<file path="config.mk">
export PLATFORM = sky130hd
export DESIGN_NAME = ea_unit
export DESIGN_NICKNAME = d
export VERILOG_FILES = /design/src/rtl/ea_pkg.sv /design/src/rtl/ea_calc.sv /design/src/rtl/ea_chain.sv /design/src/rtl/ea_unit.sv
export SDC_FILE = /design/constraint.sdc
export NUM_CORES = 1
export LEC_CHECK = 0
export BUFFER_PORTS_ARGS = -buffer_cell sky130_fd_sc_hd__buf_2
export CAP_MARGIN = 40
export CORE_UTILIZATION = 40
export DETAILED_ROUTE_END_ITERATION = 7
export PLACE_DENSITY_LB_ADDON = 0.1
export SYNTH_ARGS = -nofsm -noshare
export SYNTH_HDL_FRONTEND = slang
export SYNTH_SLANG_ARGS = --single-unit
</file>
<file path="constraint.sdc">
create_clock -name clk -period 6.1 [get_ports clk]
set_input_delay 0.61 -clock clk [delete_from_list [all_inputs] [get_ports clk]]
set_output_delay 0.61 -clock clk [all_outputs]
set_load 0.005 [all_outputs]
</file>
<file path="src/rtl/ea_pkg.sv">
package ea_pkg;

   typedef enum logic [3:0] {
      EA_CONST  = 4'd0,
      EA_ABS    = 4'd1,
      EA_RIND   = 4'd2,
      EA_INDEX  = 4'd3,
      EA_BX     = 4'd4,
      EA_BXO    = 4'd5,
      EA_REL    = 4'd6,
      EA_MIND   = 4'd7,
      EA_POSTI  = 4'd8,
      EA_PRED   = 4'd9
   } ea_mode_e;

   typedef enum logic [1:0] {
      CH_IDLE = 2'd0,
      CH_REQ  = 2'd1,
      CH_WAIT = 2'd2
   } chain_st_e;

endpackage

</file>
<file path="src/rtl/ea_calc.sv">
module ea_calc
   import ea_pkg::*;
#(
   parameter int AW               = 32,
   parameter int OFF_W            = 16,
   parameter bit SIGNED_INDEX_OFF = 1'b1
) (
   input  logic [3:0]       mode,
   input  logic             size_byte,
   input  logic [OFF_W-1:0] offset,
   input  logic [AW-1:0]    reg_a,
   input  logic [AW-1:0]    reg_b,
   input  logic [AW-1:0]    pc,
   output logic [AW-1:0]    ea,
   output logic             wb_en,
   output logic [AW-1:0]    wb_val,
   output logic             need_mem,
   output logic             bad_mode
);

   localparam int WORD_STEP = AW / 8;
   localparam int EXT_W     = AW - OFF_W;

   logic [AW-1:0] off_z;
   logic [AW-1:0] off_s;
   logic [AW-1:0] off_x;
   logic [AW-1:0] step;
   logic [AW-1:0] pre_dec;
   logic [AW-1:0] post_inc;
   ea_mode_e      m;

   assign off_z = {{EXT_W{1'b0}}, offset};
   assign off_s = {{EXT_W{offset[OFF_W-1]}}, offset};

   generate
      if (SIGNED_INDEX_OFF) begin : g_idx_signed
         assign off_x = off_s;
      end else begin : g_idx_unsigned
         assign off_x = off_z;
      end
   endgenerate

   assign step     = size_byte ? AW'(1) : AW'(WORD_STEP);
   assign pre_dec  = reg_a - step;
   assign post_inc = reg_a + step;
   assign m        = ea_mode_e'(mode);

   always_comb begin
      ea       = '0;
      wb_en    = 1'b0;
      wb_val   = '0;
      need_mem = 1'b0;
      bad_mode = 1'b0;
      case (m)
         EA_CONST: ea = off_z;
         EA_ABS:   ea = off_z;
         EA_RIND:  ea = reg_a;
         EA_INDEX: ea = reg_a + off_x;
         EA_BX:    ea = reg_a + reg_b;
         EA_BXO:   ea = reg_a + reg_b + off_x;
         EA_REL:   ea = pc + off_s;
         EA_MIND: begin
            ea       = off_z;
            need_mem = 1'b1;
         end
         EA_POSTI: begin
            ea     = reg_a;
            wb_en  = 1'b1;
            wb_val = post_inc;
         end
         EA_PRED: begin
            ea     = pre_dec;
            wb_en  = 1'b1;
            wb_val = pre_dec;
         end
         default: bad_mode = 1'b1;
      endcase
   end

endmodule

</file>
<file path="src/rtl/ea_chain.sv">
module ea_chain
   import ea_pkg::*;
#(
   parameter int AW         = 32,
   parameter int FLAG_BIT   = AW - 1,
   parameter int MAX_LEVELS = 8
) (
   input  logic          clk,
   input  logic          rst_n,
   input  logic          launch,
   input  logic [AW-1:0] launch_addr,
   output logic          mem_req_valid,
   input  logic          mem_req_ready,
   output logic [AW-1:0] mem_req_addr,
   input  logic          mem_rsp_valid,
   input  logic [AW-1:0] mem_rsp_data,
   output logic          busy,
   output logic          fin,
   output logic [AW-1:0] fin_addr,
   output logic          fin_err
);

   localparam int            LVL_W     = $clog2(MAX_LEVELS + 1);
   localparam logic [AW-1:0] FLAG_MASK = ~(AW'(1) << FLAG_BIT);
   localparam logic [LVL_W-1:0] LVL_MAX = LVL_W'(MAX_LEVELS);

   chain_st_e        st;
   logic [LVL_W-1:0] lvl;
   logic [AW-1:0]    addr_q;
   logic [AW-1:0]    masked;
   logic             flagged;

   assign masked        = mem_rsp_data & FLAG_MASK;
   assign flagged       = mem_rsp_data[FLAG_BIT];
   assign mem_req_valid = (st == CH_REQ);
   assign mem_req_addr  = addr_q;
   assign busy          = (st != CH_IDLE);

   always_ff @(posedge clk) begin
      if (!rst_n) begin
         st       <= CH_IDLE;
         lvl      <= '0;
         addr_q   <= '0;
         fin      <= 1'b0;
         fin_addr <= '0;
         fin_err  <= 1'b0;
      end else begin
         fin <= 1'b0;
         case (st)
            CH_IDLE: begin
               if (launch) begin
                  addr_q <= launch_addr;
                  lvl    <= LVL_W'(1);
                  st     <= CH_REQ;
               end
            end
            CH_REQ: begin
               if (mem_req_ready) st <= CH_WAIT;
            end
            CH_WAIT: begin
               if (mem_rsp_valid) begin
                  if (!flagged) begin
                     fin      <= 1'b1;
                     fin_addr <= masked;
                     fin_err  <= 1'b0;
                     st       <= CH_IDLE;
                  end else if (lvl == LVL_MAX) begin
                     fin      <= 1'b1;
                     fin_addr <= masked;
                     fin_err  <= 1'b1;
                     st       <= CH_IDLE;
                  end else begin
                     addr_q <= masked;
                     lvl    <= lvl + LVL_W'(1);
                     st     <= CH_REQ;
                  end
               end
            end
            default: st <= CH_IDLE;
         endcase
      end
   end

   AST_REQ_HOLD: assert property (@(posedge clk) disable iff (!rst_n)
      (mem_req_valid && !mem_req_ready) |=> (mem_req_valid && $stable(mem_req_addr)));
   AST_REQ_NO_FLAG: assert property (@(posedge clk) disable iff (!rst_n)
      mem_req_valid |-> !mem_req_addr[FLAG_BIT]);
   AST_LEVEL_BOUND: assert property (@(posedge clk) disable iff (!rst_n)
      busy |-> (lvl >= LVL_W'(1) && lvl <= LVL_MAX));
   AST_RSP_IN_WAIT: assert property (@(posedge clk) disable iff (!rst_n)
      mem_rsp_valid |-> (st == CH_WAIT));
   AST_FIN_PULSE: assert property (@(posedge clk) disable iff (!rst_n)
      fin |=> !fin);

endmodule

</file>
<file path="src/rtl/ea_unit.sv">
module ea_unit
   import ea_pkg::*;
#(
   parameter int AW               = 32,
   parameter int OFF_W            = 16,
   parameter int FLAG_BIT         = AW - 1,
   parameter int MAX_LEVELS       = 8,
   parameter bit SIGNED_INDEX_OFF = 1'b1
) (
   input  logic             clk,
   input  logic             rst_n,
   input  logic             start,
   input  logic [3:0]       mode,
   input  logic             size_byte,
   input  logic [OFF_W-1:0] offset,
   input  logic [AW-1:0]    reg_a,
   input  logic [AW-1:0]    reg_b,
   input  logic [AW-1:0]    pc,
   output logic             busy,
   output logic             done,
   output logic [AW-1:0]    result,
   output logic             err,
   output logic             wb_valid,
   output logic [AW-1:0]    wb_value,
   output logic             mem_req_valid,
   input  logic             mem_req_ready,
   output logic [AW-1:0]    mem_req_addr,
   input  logic             mem_rsp_valid,
   input  logic [AW-1:0]    mem_rsp_data
);

   generate
      if (AW < 16 || (AW % 8) != 0) begin : g_bad_aw
         $error("ea_unit: AW must be a multiple of 8 and at least 16");
      end
      if (FLAG_BIT >= AW || OFF_W > FLAG_BIT) begin : g_bad_flag
         $error("ea_unit: FLAG_BIT must lie above the offset field and inside AW");
      end
      if (MAX_LEVELS < 1) begin : g_bad_lvl
         $error("ea_unit: MAX_LEVELS must be at least 1");
      end
   endgenerate

   logic [AW-1:0] ea;
   logic          wb_en;
   logic [AW-1:0] wb_val;
   logic          need_mem;
   logic          bad_mode;
   logic          chain_busy;
   logic          fin;
   logic [AW-1:0] fin_addr;
   logic          fin_err;
   logic          accept;
   logic          launch;

   logic          done_q;
   logic [AW-1:0] res_q;
   logic          err_q;
   logic          wbv_q;
   logic [AW-1:0] wbval_q;

   ea_calc #(
      .AW(AW), .OFF_W(OFF_W), .SIGNED_INDEX_OFF(SIGNED_INDEX_OFF)
   ) u_calc (
      .mode(mode), .size_byte(size_byte), .offset(offset),
      .reg_a(reg_a), .reg_b(reg_b), .pc(pc),
      .ea(ea), .wb_en(wb_en), .wb_val(wb_val),
      .need_mem(need_mem), .bad_mode(bad_mode)
   );

   assign accept = start && !chain_busy;
   assign launch = accept && need_mem;

   ea_chain #(
      .AW(AW), .FLAG_BIT(FLAG_BIT), .MAX_LEVELS(MAX_LEVELS)
   ) u_chain (
      .clk(clk), .rst_n(rst_n),
      .launch(launch), .launch_addr(ea),
      .mem_req_valid(mem_req_valid), .mem_req_ready(mem_req_ready),
      .mem_req_addr(mem_req_addr),
      .mem_rsp_valid(mem_rsp_valid), .mem_rsp_data(mem_rsp_data),
      .busy(chain_busy), .fin(fin), .fin_addr(fin_addr), .fin_err(fin_err)
   );

   always_ff @(posedge clk) begin
      if (!rst_n) begin
         done_q  <= 1'b0;
         res_q   <= '0;
         err_q   <= 1'b0;
         wbv_q   <= 1'b0;
         wbval_q <= '0;
      end else begin
         done_q <= 1'b0;
         wbv_q  <= 1'b0;
         if (accept && !need_mem) begin
            done_q  <= 1'b1;
            res_q   <= ea;
            err_q   <= bad_mode;
            wbv_q   <= wb_en;
            wbval_q <= wb_val;
         end
      end
   end

   assign busy     = chain_busy;
   assign done     = done_q | fin;
   assign result   = fin ? fin_addr : res_q;
   assign err      = fin ? fin_err : (done_q & err_q);
   assign wb_valid = wbv_q;
   assign wb_value = wbval_q;

   AST_DONE_EXCL: assert property (@(posedge clk) disable iff (!rst_n)
      !(done_q && fin));
   AST_WB_WITH_DONE: assert property (@(posedge clk) disable iff (!rst_n)
      wb_valid |-> (done && !err));
   AST_REQ_ONLY_BUSY: assert property (@(posedge clk) disable iff (!rst_n)
      mem_req_valid |-> busy);
   AST_ERR_ONLY_DONE: assert property (@(posedge clk) disable iff (!rst_n)
      err |-> done);

endmodule

</file>
### After elaboration in Yosys (flattened, before gate mapping)

Index checks and enable logic that the tools add are counted.

* add/sub/neg operators: 7
* equality and inequality tests: 18
* mux-type cells: 31
* bitwise operators: 2
* reductions and logical operators: 18

Operators by type and width (number)
* 32-bit 2-to-1 mux: 7
* 32-bit case mux with 7 select lines: 1
* 32-bit adder: 5
* 32-bit case mux with 2 select lines: 2
* 32-bit subtractor: 1
* 4-bit by 3-bit equality test with 1-bit output, second input constant: 4
* 4-bit 2-to-1 mux: 4
* 4-bit equality test, second input constant: 3
* 1-bit 2-to-1 mux: 10
* 10-bit OR reduction: 1
* 3-bit AND reduction: 3
* 4-bit by 2-bit equality test with 1-bit output, second input constant: 2
* 2-bit 2-to-1 mux: 4
* 2-bit inequality test, second input constant: 4
* 4-bit case mux with 2 select lines: 1
* 2-bit case mux with 3 select lines: 1
* 5-bit AND reduction: 1
* 4-bit by 1-bit adder with 4-bit output, second input constant: 1
* 4-bit by 1-bit equality test with 1-bit output, second input constant: 1
* 4-bit zero test: 1
* 2-bit by 1-bit inequality test with 1-bit output, second input constant: 2
* 2-bit nonzero test: 2
* 2-bit OR reduction: 2
* 1-bit logical AND: 3
* 9 further kinds: 10

* register bits: 139
* input bits: 154
* output and inout port bits: 101
* logic and storage cells: 87

### Depth between registers and ports, before layout

Gate-level depths: netlist (run 1).

* word-level depth: 6
* gate-level depth with buffers: 23
* gate-level depth less buffers: 23

### Modules after synthesis

From an unflattened synthesis (run 1), not the netlist that was laid out.

* cells, all modules: 1623
* area, all modules: 12196.7 um2

By module, submodules not included
* ea_calc: instances 1, cells an instance 959, area each 6127.1 um2
* ea_chain: instances 1, cells an instance 336, area each 3044.2 um2
* ea_unit: instances 1, cells an instance 328, area each 3025.4 um2

### Worst setup path after synthesis (run 1)

OpenSTA, ideal clock, no wires.

* path kind: input-to-reg
* start point: input reg_a[0]
* end point: register u_chain.addr_q[25] (netlist: u_chain.mem_req_addr[25])
* setup time: 122 ps
* arrival: 5037 ps
* setup slack: 941 ps
* stages on the path: 21
* cell sequence: ha_1 fa_1 a21o_1 a21oi_1 o21a_1 nor3_1 o41ai_2 o21ai_0 xor2_1 a221o_1 ha_1 a21o_1 a21o_1 a21oi_1 nand2_1 or2_1 a21o_1 a21oi_2 nor4_1 or3_1 o311a_1

* longest elaborated chain between the ends: 5
* elaborated cells on any way between the ends: 7
* classes of those cells: 4 x add/sub; 3 x mux

RTL lines
* from (decl): line ea_unit.sv:16 `input logic [AW-1:0] reg_a,`
* 32-bit adder: line ea_calc.sv:59, ea_calc.sv:60
* 32-bit adder: line ea_calc.sv:60 `EA_BXO: ea = reg_a + reg_b + off_x;`
* 32-bit case mux with 7 select lines *: line ea_calc.sv:54 `case (m)`
* 32-bit 2-to-1 mux *: line ea_chain.sv:51 `if (launch) begin`
* 32-bit case mux with 2 select lines *: line ea_chain.sv:49 `case (st)`
* to (signal assigned): line ea_chain.sv:52 `addr_q <= launch_addr;`
* to (signal assigned): line ea_chain.sv:73 `addr_q <= masked;`
* to (decl): line ea_chain.sv:29 `logic [AW-1:0] addr_q;`

Every way passes the cells marked *; elsewhere a longest branch is shown, timed or not. The select of a mux whose other input is x is not followed.
A chain may end at the register's enable or synchronous reset.

### Final worst setup path (run 1)

* start point: input reg_a[0]
* end point: register u_chain.addr_q[2] (netlist: u_chain.mem_req_addr[2])

The elaborated chain is that of the path after synthesis.

==> results of run 1 <==
==> cell usage in the layout, fill, tap and decap left out, drive strengths merged, types with 12 or more instances in the layout <==
cell / count
mux2: 32
nand2: 215
o21ai: 120
xor2: 37
nand4: 14
a211oi: 26
and3: 17
buf: 287
nand3: 21
xnor2: 59
ha: 74
nor2: 132
a21o: 36
a31oi: 20
a221o: 15
and2: 12
inv: 38
o211ai: 15
a21oi: 190
a22oi: 43
dfxtp: 138
or3: 15
nand2b: 12
clkbuf: 18
nor3: 43
a221oi: 19
==> routing by layer <==
metal,part of all wire,vias to the layer above
met4,0.029,0
li1,-,6211
met5,0,-
met2,0.41,597
met3,0.089,49
met1,0.47,5941
==> worst max-delay path, cell delays in order <==
cell	delay, ps
sky130_fd_sc_hd__buf_2	120
sky130_fd_sc_hd__ha_1	240
sky130_fd_sc_hd__fa_1	410
sky130_fd_sc_hd__a21o_1	190
sky130_fd_sc_hd__a21oi_1	260
sky130_fd_sc_hd__o21a_1	210
sky130_fd_sc_hd__nor3_1	90
sky130_fd_sc_hd__o41ai_2	440
sky130_fd_sc_hd__o21ai_0	180
sky130_fd_sc_hd__xnor2_1	310
sky130_fd_sc_hd__nand2_1	90
sky130_fd_sc_hd__nand2_1	100
sky130_fd_sc_hd__ha_1	260
sky130_fd_sc_hd__a21oi_1	160
sky130_fd_sc_hd__o21bai_1	110
sky130_fd_sc_hd__a31o_2	260
sky130_fd_sc_hd__a221o_1	330
sky130_fd_sc_hd__a41oi_2	330
sky130_fd_sc_hd__o21ai_0	200
sky130_fd_sc_hd__a31oi_1	350
sky130_fd_sc_hd__nor4_4	50
sky130_fd_sc_hd__buf_4	180
sky130_fd_sc_hd__o31a_1	240
==> final cells by class <==
| type | instances | area, sq um | share of cell area |
|---|---|---|---|
| Multi-Input combinational cell | 1310 | 8448 | 0.6051 |
| Sequential cell | 138 | 2763 | 0.1979 |
| Tap cell | 384 | 480.5 | 0.03441 |
| Clock buffer | 18 | 439.2 | 0.03145 |
| Inverter | 34 | 127.6 | 0.009141 |
| Timing Repair Buffer | 287 | 1539 | 0.1102 |
| Clock inverter | 13 | 165.2 | 0.01183 |
==> report_power, final <==
| part | internal, mW | total [mW] | leakage, nW | switching, mW |
|---|---|---|---|---|
| clock | 0.656 | 1.09 | 0.297 | 0.432 |
| sequential | 0.936 | 0.954 | 1.12 | 0.0188 |
| combinational | 0.362 | 0.933 | 4.59 | 0.571 |
| total | 1.95 | 2.98 | 6.01 | 1.02 |
==> cells by family after synthesis <==
family          share of synthesized area
mux                               0.03567
buf+inv                           0.05212
flops                              0.2344
xor+xnor                          0.07134
simple gates                       0.2200
compound gates                     0.3046
fa+ha+maj                         0.08195
==> state kept, by name, indices dropped and copies added (netlist names) <==
signal,cells
res_q,32
u_chain.fin,1
u_chain.fin_addr,31
u_chain.lvl,4
wb_valid,1
err_q,1
u_chain.mem_req_addr,32
u_chain.st,2
u_chain.fin_err,1
wb_value,32
done_q,1
==> cells in the mapped netlist (all sizes together) (15+ instances only) <==
| cell type | number |
|---|---|
| a22oi | 43 |
| o21ai | 120 |
| nor2 | 132 |
| or3 | 15 |
| a21o | 36 |
| nor3 | 43 |
| o211ai | 15 |
| a221o | 15 |
| clkbuf | 101 |
| and3 | 17 |
| dfxtp | 138 |
| a31oi | 20 |
| nand3 | 21 |
| mux2 | 32 |
| xnor2 | 59 |
| inv | 34 |
| a221oi | 19 |
| ha | 74 |
| a21oi | 190 |
| nand2 | 215 |
| a211oi | 26 |
| xor2 | 37 |
==> path summary, 6_finish.rpt <==
kind	from	endpoint	slack, ps	depth (start not counted)
worst max-delay path	reg_a[0]	u_chain.mem_req_addr[2]	690	23
worst min-delay path	mem_rsp_data[1]	u_chain.mem_req_addr[1]	420	2
worst max register to register	u_chain.lvl[0]	u_chain.mem_req_addr[29]	3010	12
worst min register to register	u_chain.fin_addr[7]	u_chain.fin_addr[7]	450	2
==> impl.org, run 1 <==
** Power
- Dividing total power by cell area gives a power density of 213.1 mW/mm^2.
- Across the VDD grid, the largest voltage drop is 0.1967 mV.
- Total power :: 2.975 mW
- Leak Pwr :: 6.013 nW

** Cells and area
- Of the cells placed in the final design, the portion with a size suffix greater than 1 is 0.2233.
- From synthesis to final layout, the design area changed by 18.46%.
- Total of fill cells in the finished design :: 3024
- The repair_antennas step left the layout with diodes totalling 0.
- Excluding fillers, the count of instances in the completed layout stands at 2184.
- Final Net Count :: 2018
- Once layout is done, the placed cells without fillers occupy 0.01396 sq mm.
- Once layout is complete, the utilization of the core stands at 0.4838.

** Logic synthesis
- The number of nets in the synthesized netlist is 1826.
- Count of flip-flops with a built-in enable after synthesis :: 0
- Counting flops with an async set or reset pin after synthesis yields a share of 0.
- Syn Std Cell Area :: 0.01179 sq mm
- Among all flip-flop cells after synthesis, the most frequent one is sky130_fd_sc_hd__dfxtp_1.
- Total of warnings raised by yosys :: 0
- Library cell occupying the most area in the post-synthesis netlist :: sky130_fd_sc_hd__dfxtp_1
- Area share of the largest cell type after synthesis :: 0.2344
- Number of library cell types mapped by synthesis :: 91
- Main area contributors after synthesis :: sky130_fd_sc_hd__dfxtp_1 23%, sky130_fd_sc_hd__a21oi_1 8.0%, sky130_fd_sc_hd__ha_1 7.9%, sky130_fd_sc_hd__nand2_1 6.8%, sky130_fd_sc_hd__o21ai_0 4.9%
- The cell count after synthesis came out at 1596.
- Mean post-synth cell area :: 7.385 sq um
- The synthesized design contains 138 register bits.
- Of the synthesized area, sequential elements account for 0.2344.

** Place
- Once placement finished, the instance area stood at 0.01336 sq mm.
- After detailed placement, the design holds a cell count of 2153.
- Number of port buffers :: 254
- Post-Place Worst Slack :: 308.8 ps
- HPWL reported at the end of detailed placement :: 34.19 mm
- Final weighted congestion in routability-driven placement :: 0.9433

** Routing
- Summing over every cut layer, the via total after detailed routing is 12798.
- In this run the remaining antenna-violating nets after routing total 0.
- In the final routed layout, each cell accounts on average for 20.27 microns.
- For this block, the routed nets add up to 44.26 mm of wire.
- For this run, design rule violations remaining after detail routing come to 0.
- After detailed routing, the number of vias per cell comes to 5.860.
- First drt pass iteration count :: 6
- For this block, the initial DRC count from the detailed router was 1321.

** GRT
- After global routing the overflow that remains totals 0.
- The number of antenna violations at the first check in global routing was 0.
- The via count of the first global-routing pass came to 11486.
- Wire length of the first global-routing pass :: 67.65 mm
- Met3 Resource Use GR :: 0.04846
- Most congested layer reported by global routing :: met1
- Met1 Use GR :: 0.4241
- Entering global routing, the biggest net connects 73 pins.
- Across every metal layer, demand over resource in global routing totals 0.2870.
- In the global route stage, met2 resource usage came out at 0.4163.

** Clock network
- Clock tree synthesis inserted a total of 17 buffers.
- In this run, post-CTS repair resized a total of 0 instances.
- Buffers inserted to repair hold after CTS numbered 0.
- Post CTS Setup Buffer Count :: 0
- Root Buffer Master :: sky130_fd_sc_hd__clkbuf_16
- The clock reaches the later pin of the worst-skew pair after 430 ps.
- Max clock buf depth :: 2
- Clock-pin slew was measured on the worst setup and hold paths at 60 ps.
- The H-tree generated during clock tree synthesis spans 4 levels.
- Sink count of the clock tree :: 138
- CTS tree :: built

** Floorplanning
- Number of top-level pins :: 255
- The region available for standard cell placement spans 0.02886 sq mm.
- Die Span Y :: 173.7 microns
- Measured along the x axis, the die boundary spans 173.7 microns.
- For this configuration, the core starts out at a cell density of 0.4084.
- Row generation in the floorplan step produced 62 rows.
- Floorplan die area :: 0.03016 sq mm

** Worst setup path
- The worst setup path is launched from an input port.
- Arrival time of data at the critical path endpoint :: 5720 ps
- Type of destination of the critical path :: flop
- The setup path with the least slack is of type input port to flop.
- In this run the worst path has a maximum fanout of 7.
- For the worst setup path, the data required time is 6420 ps.

** Timing
- The routed design could run at a clock period as short as 5405 ps.
- Worst Skew :: 10.13 ps
- Derived from the worst setup path, the maximum achievable clock frequency is 0.1850 GHz.
- Setup Viol. Count Final :: 0
- Worst-Margin Slew :: 898.0 ps
- Final max-slew violation count :: 0
- Summed over all failing endpoints, the final setup total negative slack is 0 ps.
- After layout, the worst setup slack is 694.7 ps.
- RSZ-0062 raised after global routing :: no
- In the finished design, the share of the clock period the worst path needs comes to 0.8861.
- Measured against its own limit, the worst slew margin works out to 0.3950.
- Final hold analysis gives a worst-case slack of 420.8 ps.
- Endpoints failing hold :: 0

** Status
- The run finished with clean final reports.

** Hold path
- Worst min path class :: input port to flop

** Run
- Max-cap violation count :: 0
Power figures use the tool's default switching activity.
==> inputs of run 2 (changes only) <==
Settings changed: CORE_ASPECT_RATIO set to 0.7.
==> run 2 against run 1 <==
  * Setup slack worse by 110 ps
  * Largest power group unchanged
  * Clock power up 4%
  * Critical path type unchanged
  * First-iteration DRC count down 5.3%
  * Non-clock buffer count increased by 8
  * Clock-buffer cell count grew 1
  * Critical path depth increased by 3
  * Flip-flop and latch count stayed put
  * Final area is 1.0% higher
  * Global-route usage increased by 3.3 points
  * Die area about the same
  * Cell count grew 0.32%
==> impl.org, run 2 (synthesis results as in run 1) <==
** Power
- The worst-case IR drop observed on VDD is 0.2070 mV.
- Summed over all cells, the static leakage comes to 6.086 nW.
- Pwr per Cell Area :: 215.6 mW/mm^2
- Power comes to 3.040 mW.

** Worst setup path
- CP Buf/Inv Count :: 3
- Type of destination of the critical path :: flop
- On the critical path the largest part of the delay comes from compound AO/OA/AOI/OAI gates.
- By instance count, the cell type seen most on the critical path is sky130_fd_sc_hd__a21oi_1.
- STA puts the critical path data arrival time at 5820 ps.
- Critical-path top delay cell :: sky130_fd_sc_hd__a221oi_1
- The largest single stage delay on the critical path is 590 ps.
- In this run the worst path has a maximum fanout of 6.
- Critical Setup Path Class :: input port to flop
- Data required time of the critical path :: 6400 ps
- Critical Path Source Type :: input port

** Routing
- Vias after detailed routing :: 13165
- First drt pass iteration count :: 6
- The count of nets left with antenna violations once routing finished came out at 0.
- In the final routed layout, each cell accounts on average for 22.51 microns.
- In the routed design, unresolved DRC markers number 0.
- After detailed routing, the total wire length is 49.32 mm.
- Vias per std cell :: 6.009
- Number of violations reported at the end of detailed-routing iteration 0 :: 1251

** Cells and area
- Final std cells w/o fill :: 2191
- Most common cell after layout, fill and taps aside :: sky130_fd_sc_hd__buf_2
- From synthesis to final layout, the design area changed by 19.65%.
- Most frequent cells in the layout :: 254 x sky130_fd_sc_hd__buf_2, 214 x sky130_fd_sc_hd__nand2_1, 187 x sky130_fd_sc_hd__a21oi_1
- Final Net Count :: 2026
- In the final layout, the share of cells above drive strength 1 is 0.2266.
- Layout Cell Area excl Fill :: 0.01410 sq mm
- Total of fill cells in the finished design :: 2980

** Floorplanning
- Number of core rows :: 52
- Number of top-level pins :: 255
- The initial utilization of the core area, before any placement, comes to 0.4071.
- Die Span Y :: 145.6 microns
- Core Footprint :: 0.02895 sq mm
- Floorplan die area :: 0.03017 sq mm
- Die width :: 207.2 microns

** Timing
- Between clock sinks in the finished design, the worst skew comes to 11.92 ps.
- Setup Viol. Count Final :: 0
- The worst path in the final design needs a cycle of 5518 ps, including I/O delays and setup.
- At the pin with the least slew margin, the transition time is 895.7 ps.
- Endpoints failing hold :: 0
- Final Hold Slack :: 428.9 ps
- Final max-slew violation count :: 0
- Of the available clock period, the critical path in the final layout requires 0.9045.
- Headroom to the max-slew limit :: 0.4007
- RSZ-0062 raised after global routing :: no
- Fin Setup TNS :: 0 ps
- Achievable Freq :: 0.1812 GHz

** Place
- After legalization and detailed placement, the total HPWL measured 37.89 mm.
- The placed instances occupy a cell area of 0.01345 sq mm.
- Number of placed instances with taps included :: 2155
- Routability-driven placement finished with a final weighted congestion of 0.9550.
- Input and output buffers added on the ports amount to 254.

** Clock network
- Root Buffer Master :: sky130_fd_sc_hd__clkbuf_16
- Number of resized instances in the post-cts repair step :: 0
- Counting every sink on the clock net gives 138.
- Cts bufs inserted :: 17
- The number of hold buffers added after CTS was 0.
- CTS tree :: built
- Worst-skew pair later-pin latency :: 440 ps
- CTS HTree Levels :: 4
- Post CTS Setup Buffer Count :: 0
- After clock tree synthesis, the clock-pin slew on the worst setup and hold paths is 60 ps.
- Counting along the longest clock path gives a buffer depth of 2.

** Hold path
- The worst hold path belongs to the class input port to flop.

** GRT
- Wire length of the first global-routing pass :: 73.82 mm
- Antenna violations before repair :: 3
- Entering global routing, the biggest net connects 57 pins.
- For this run the aggregate overflow at the end of global routing stands at 0.
- The via count of the first global-routing pass is 11992.
- For this run, the total global-route usage over all layers was measured as 0.3205.

** Status
- Run status :: finished, final reports clean

** Run
- Max-cap violations in this run came to 0.
[run 2: cell count changes in the layout (fill, tap and decap cells not counted), sizes merged]
cell      change
inv           -1
diode         +4
bufinv        +1
buf           +8
clkinvlp      -1
clkbuf        +1
clkinv        +1
[run 2: worst min-delay path: stages]
cell and delay (ps):
sky130_fd_sc_hd__buf_2 110, sky130_fd_sc_hd__nand2_1 50, sky130_fd_sc_hd__a21oi_1 50
[run 2: through the flow]
step / worst slack (ps) / utilization
finish: 582.3 / 0.4871
global route: 275.5 / 0.4870
CTS: 698.6 / 0.4867
detailed placement: 272.0 / 0.4646
global placement: 366.2 / 0.4611
floorplan: 941.3 / -
[run 2: final cells by class]
class	count	area, sq um	share of cell area
Tap cell	378	473.0	0.03354
Timing Repair Buffer	295	1635	0.1160
Clock buffer	19	452.9	0.03212
Inverter	34	127.6	0.009050
Antenna cell	4	10.01	0.0007098
Multi-Input combinational cell	1310	8453	0.5994
Sequential cell	138	2763	0.1959
Clock inverter	13	187.7	0.01331
[run 2: final timing paths]
| path | startpoint | endpoint | slack [ps] | depth (start not counted) |
|---|---|---|---|---|
| worst max-delay path | reg_a[0] | u_chain.mem_req_addr[15] | 580 | 26 |
| worst max register to register | u_chain.st[1] | u_chain.mem_req_addr[25] | 3690 | 9 |
| worst min register to register | u_chain.fin_addr[12] | u_chain.fin_addr[12] | 450 | 2 |
| worst min-delay path | mem_rsp_data[22] | u_chain.fin_addr[22] | 430 | 3 |
[run 2: power breakdown]
| part | switching [mW] | total (mW) | internal [mW] |
|---|---|---|---|
| sequential | 0.0181 | 0.954 | 0.936 |
| combinational | 0.583 | 0.952 | 0.368 |
| clock | 0.425 | 1.13 | 0.709 |
| total | 1.03 | 3.04 | 2.01 |
[run 2: layer usage]
metal / global-route usage / share of wire / wire length, microns / vias to the layer above
met5: 0 / 0 / 0 / -
met4: 0.09925 / 0.023 / 1139 / 0
met3: 0.04661 / 0.076 / 3731 / 58
met2: 0.4711 / 0.42 / 20750 / 588
met1: 0.4773 / 0.48 / 23700 / 6286
li1: - / - / - / 6233
==> inputs of run 3 (changes only) <==
Clock period 6.1 ns to 6.21 ns, I/O delays scaled along.
==> run 3 against run 2 <==
  * Non-clock buffer count decreased by 5
  * Clock power decreased by 6%
  * Setup slack improved by 110 ps
  * Clock-buffer cell count decreased by 1
  * Sequential share of layout area increased by 0.12 points
  * Largest cell class unchanged
  * Flip-flop and latch count unchanged
==> impl.org, run 3 (synthesis results as in run 1) <==
** GRT
- In the global route stage, overall resource usage came out at 0.3178.
- After global routing the overflow that remains totals 0.
- Antenna violations before repair :: 5
- The first global-routing pass estimated 73.75 mm of wire.
- Entering global routing, the biggest net connects 62 pins.
- The via count of the first global-routing pass was 12122.

** Worst setup path
- Critical Setup Path Class :: input port to flop
- Data on the critical path arrives at its endpoint at 5830 ps.
- Worst r2r path cells :: 6
- R2R Path End :: wb_value[16]
- Data required time of the critical path :: 6530 ps
- For flop-to-flop paths, the worst setup slack is 3740 ps.
- Crit. Startpoint :: reg_a[0]
- The worst setup path is launched from an input port.
- Type of destination of the critical path :: flop
- FF-to-FF Start :: u_chain.st[1]
- Biggest fanout along the worst timing path :: 6

** Floorplanning
- The initial utilization of the core area, before any placement, comes to 0.4071.
- After floorplanning, the core was sized to cover 0.02895 sq mm.
- Number of core rows :: 52
- During I/O placement, the number of pins put on the boundary was 255.
- The die is 145.6 microns tall.
- In this run the horizontal extent of the chip is 207.2 microns.
- Floorplan die area :: 0.03017 sq mm

** Clock network
- Clock latency on the worst-skew pair, taken at its later pin, is 430 ps.
- Number of resized instances in the post-cts repair step :: 0
- TritonCTS built the clock tree.
- After clock tree synthesis, the clock-pin slew on the worst setup and hold paths is 60 ps.
- After clock tree synthesis, the flow added hold-fix buffers numbering 0.
- The H-tree was split into 4 levels.
- In this run the deepest clock path goes through 2 buffers.
- Counting every sink on the clock net gives 138.
- Root Buffer Master :: sky130_fd_sc_hd__clkbuf_16
- TritonCTS created 17 clock buffers.
- Post CTS Setup Buffer Count :: 0

** Routing
- Vias per std cell :: 5.994
- Residual DRC count :: 0
- The count of nets left with antenna violations once routing finished came out at 0.
- In the final routed layout, each cell accounts on average for 22.35 microns.
- The first routing iteration left 1229 violations.
- Total detailed-routing wirelength :: 48.87 mm
- First drt pass iteration count :: 6
- Vias after detailed routing :: 13109

** Status
- The run finished with clean final reports.

** Hold path
- Hold Crit Start :: mem_rsp_data[2]
- Capture endpoint of the worst hold path :: u_chain.mem_req_addr[2]
- Counting instances, the worst hold path has a depth of 2.
- The tightest min-delay check is of the input port to flop type.

** Timing
- Final clock period utilization by the worst path :: 0.8882
- In the final timing run, aggregate negative setup slack is 0 ps.
- Headroom to the max-slew limit :: 0.4406
- Endpoints failing hold :: 0
- Across the routed clock network, the largest skew measured is 8.506 ps.
- Setup repair after global routing left no endpoint under its margin.
- At the pin with the least slew margin, the transition time is 839.1 ps.
- Final Worst Setup Slack :: 694.5 ps
- Setup Viol. Count Final :: 0
- For the finished layout, the period the worst path requires is 5516 ps.
- Achievable Freq :: 0.1813 GHz
- The number of max-slew violations in the final report is 0.

** Place
- Before CTS, the worst setup slack after placement is 372.7 ps.
- At the end of routability-driven placement, the weighted congestion stood at 0.9425.
- Once detailed placement completed, the half-perimeter wirelength came to 37.76 mm.
- Input and output buffers added on the ports amount to 254.

** Cells and area
- Final Net Count :: 2021
- Synth-to-layout area growth :: 18.91%
- Of the cells placed in the final design, the portion with a size suffix greater than 1 is 0.2245.
- Leaving out fill and tap cells, the most frequent cell in the layout is sky130_fd_sc_hd__buf_2.
- The layout has 2991 filler cells.
- In the layout the commonest cells are 254 x sky130_fd_sc_hd__buf_2, 214 x sky130_fd_sc_hd__nand2_1, 187 x sky130_fd_sc_hd__a21oi_1.

** Power
- The worst-case IR drop observed on VDD is 0.1961 mV.
- Dividing total power by cell area gives a power density of 208.3 mW/mm^2.
- Leak Pwr :: 6.035 nW

** Run
- Max-cap violations in this run came to 0.
[run 3: cell count changes in the layout (fill, tap and decap cells not counted), sizes merged]
cell	before	now
buf	295	290
bufinv	4	3
clkbuf	19	18
clkinvlp	0	2
diode	4	5
[run 3: stage by stage]
stage               utilization  area, sq um  power (mW)  hold WS [ps]  std cells
CTS                      0.4836        14000       2.916         422.7       2182
global route             0.4839        14010       3.049         418.8       2185
global placement         0.4601        13320       1.858         438.3       2145
floorplan                     -        11790       1.537         432.2       1596
detailed placement       0.4626        13390       1.857         443.9       2150
finish                   0.4841        14010       2.919         439.9       2187
[run 3: worst max-delay path by stage]
stage               slack [ps]                  endpoint
CTS                        820  u_chain.mem_req_addr[25]
global route               270  u_chain.mem_req_addr[19]
floorplan                 1040  u_chain.mem_req_addr[25]
global placement           440  u_chain.mem_req_addr[25]
finish                     690  u_chain.mem_req_addr[25]
detailed placement         370  u_chain.mem_req_addr[25]
[run 3: layout make-up]
type	count	area (sq um)	area share
clock buffers	18	439.2	0.03134
well taps	378	473.0	0.03375
repair buffers	290	1578	0.1126
inverters	34	127.6	0.009106
flip-flops and latches	138	2763	0.1971
clock inverters	14	168.9	0.01205
multi-input cells	1310	8453	0.6032
diodes	5	12.51	0.0008928
[run 3: routing by layer]
metal	GRT usage	share of wire
met2	0.4814	0.43
met1	0.4728	0.48
met4	0.07201	0.016
met3	0.04445	0.078
met5	0	0
[run 3: worst max-delay path, cell delays in order]
cell and delay, ps:
sky130_fd_sc_hd__buf_2 120, sky130_fd_sc_hd__ha_1 240, sky130_fd_sc_hd__fa_1 420, sky130_fd_sc_hd__a21o_1 210, sky130_fd_sc_hd__a21oi_1 150, sky130_fd_sc_hd__buf_4 170, sky130_fd_sc_hd__o21a_1 160, sky130_fd_sc_hd__o21bai_1 100
sky130_fd_sc_hd__a21oi_1 260, sky130_fd_sc_hd__o21bai_1 90, sky130_fd_sc_hd__a21oi_1 180, sky130_fd_sc_hd__xnor2_1 110, sky130_fd_sc_hd__nand2_1 80, sky130_fd_sc_hd__nand2_1 60, sky130_fd_sc_hd__ha_1 400, sky130_fd_sc_hd__and3_4 230
sky130_fd_sc_hd__nand2_2 40, sky130_fd_sc_hd__a211o_1 270, sky130_fd_sc_hd__a2111oi_2 550, sky130_fd_sc_hd__or2_1 210, sky130_fd_sc_hd__a21o_1 140, sky130_fd_sc_hd__a21oi_2 80, sky130_fd_sc_hd__o2111a_1 230, sky130_fd_sc_hd__or3_1 410
sky130_fd_sc_hd__o311a_1 300
[run 3: report_power, final]
part	total [mW]	switching, mW	leakage, nW	internal, mW
logic	0.922	0.567	4.62	0.355
clock network	1.06	0.417	0.297	0.644
registers	0.937	0.0178	1.12	0.919
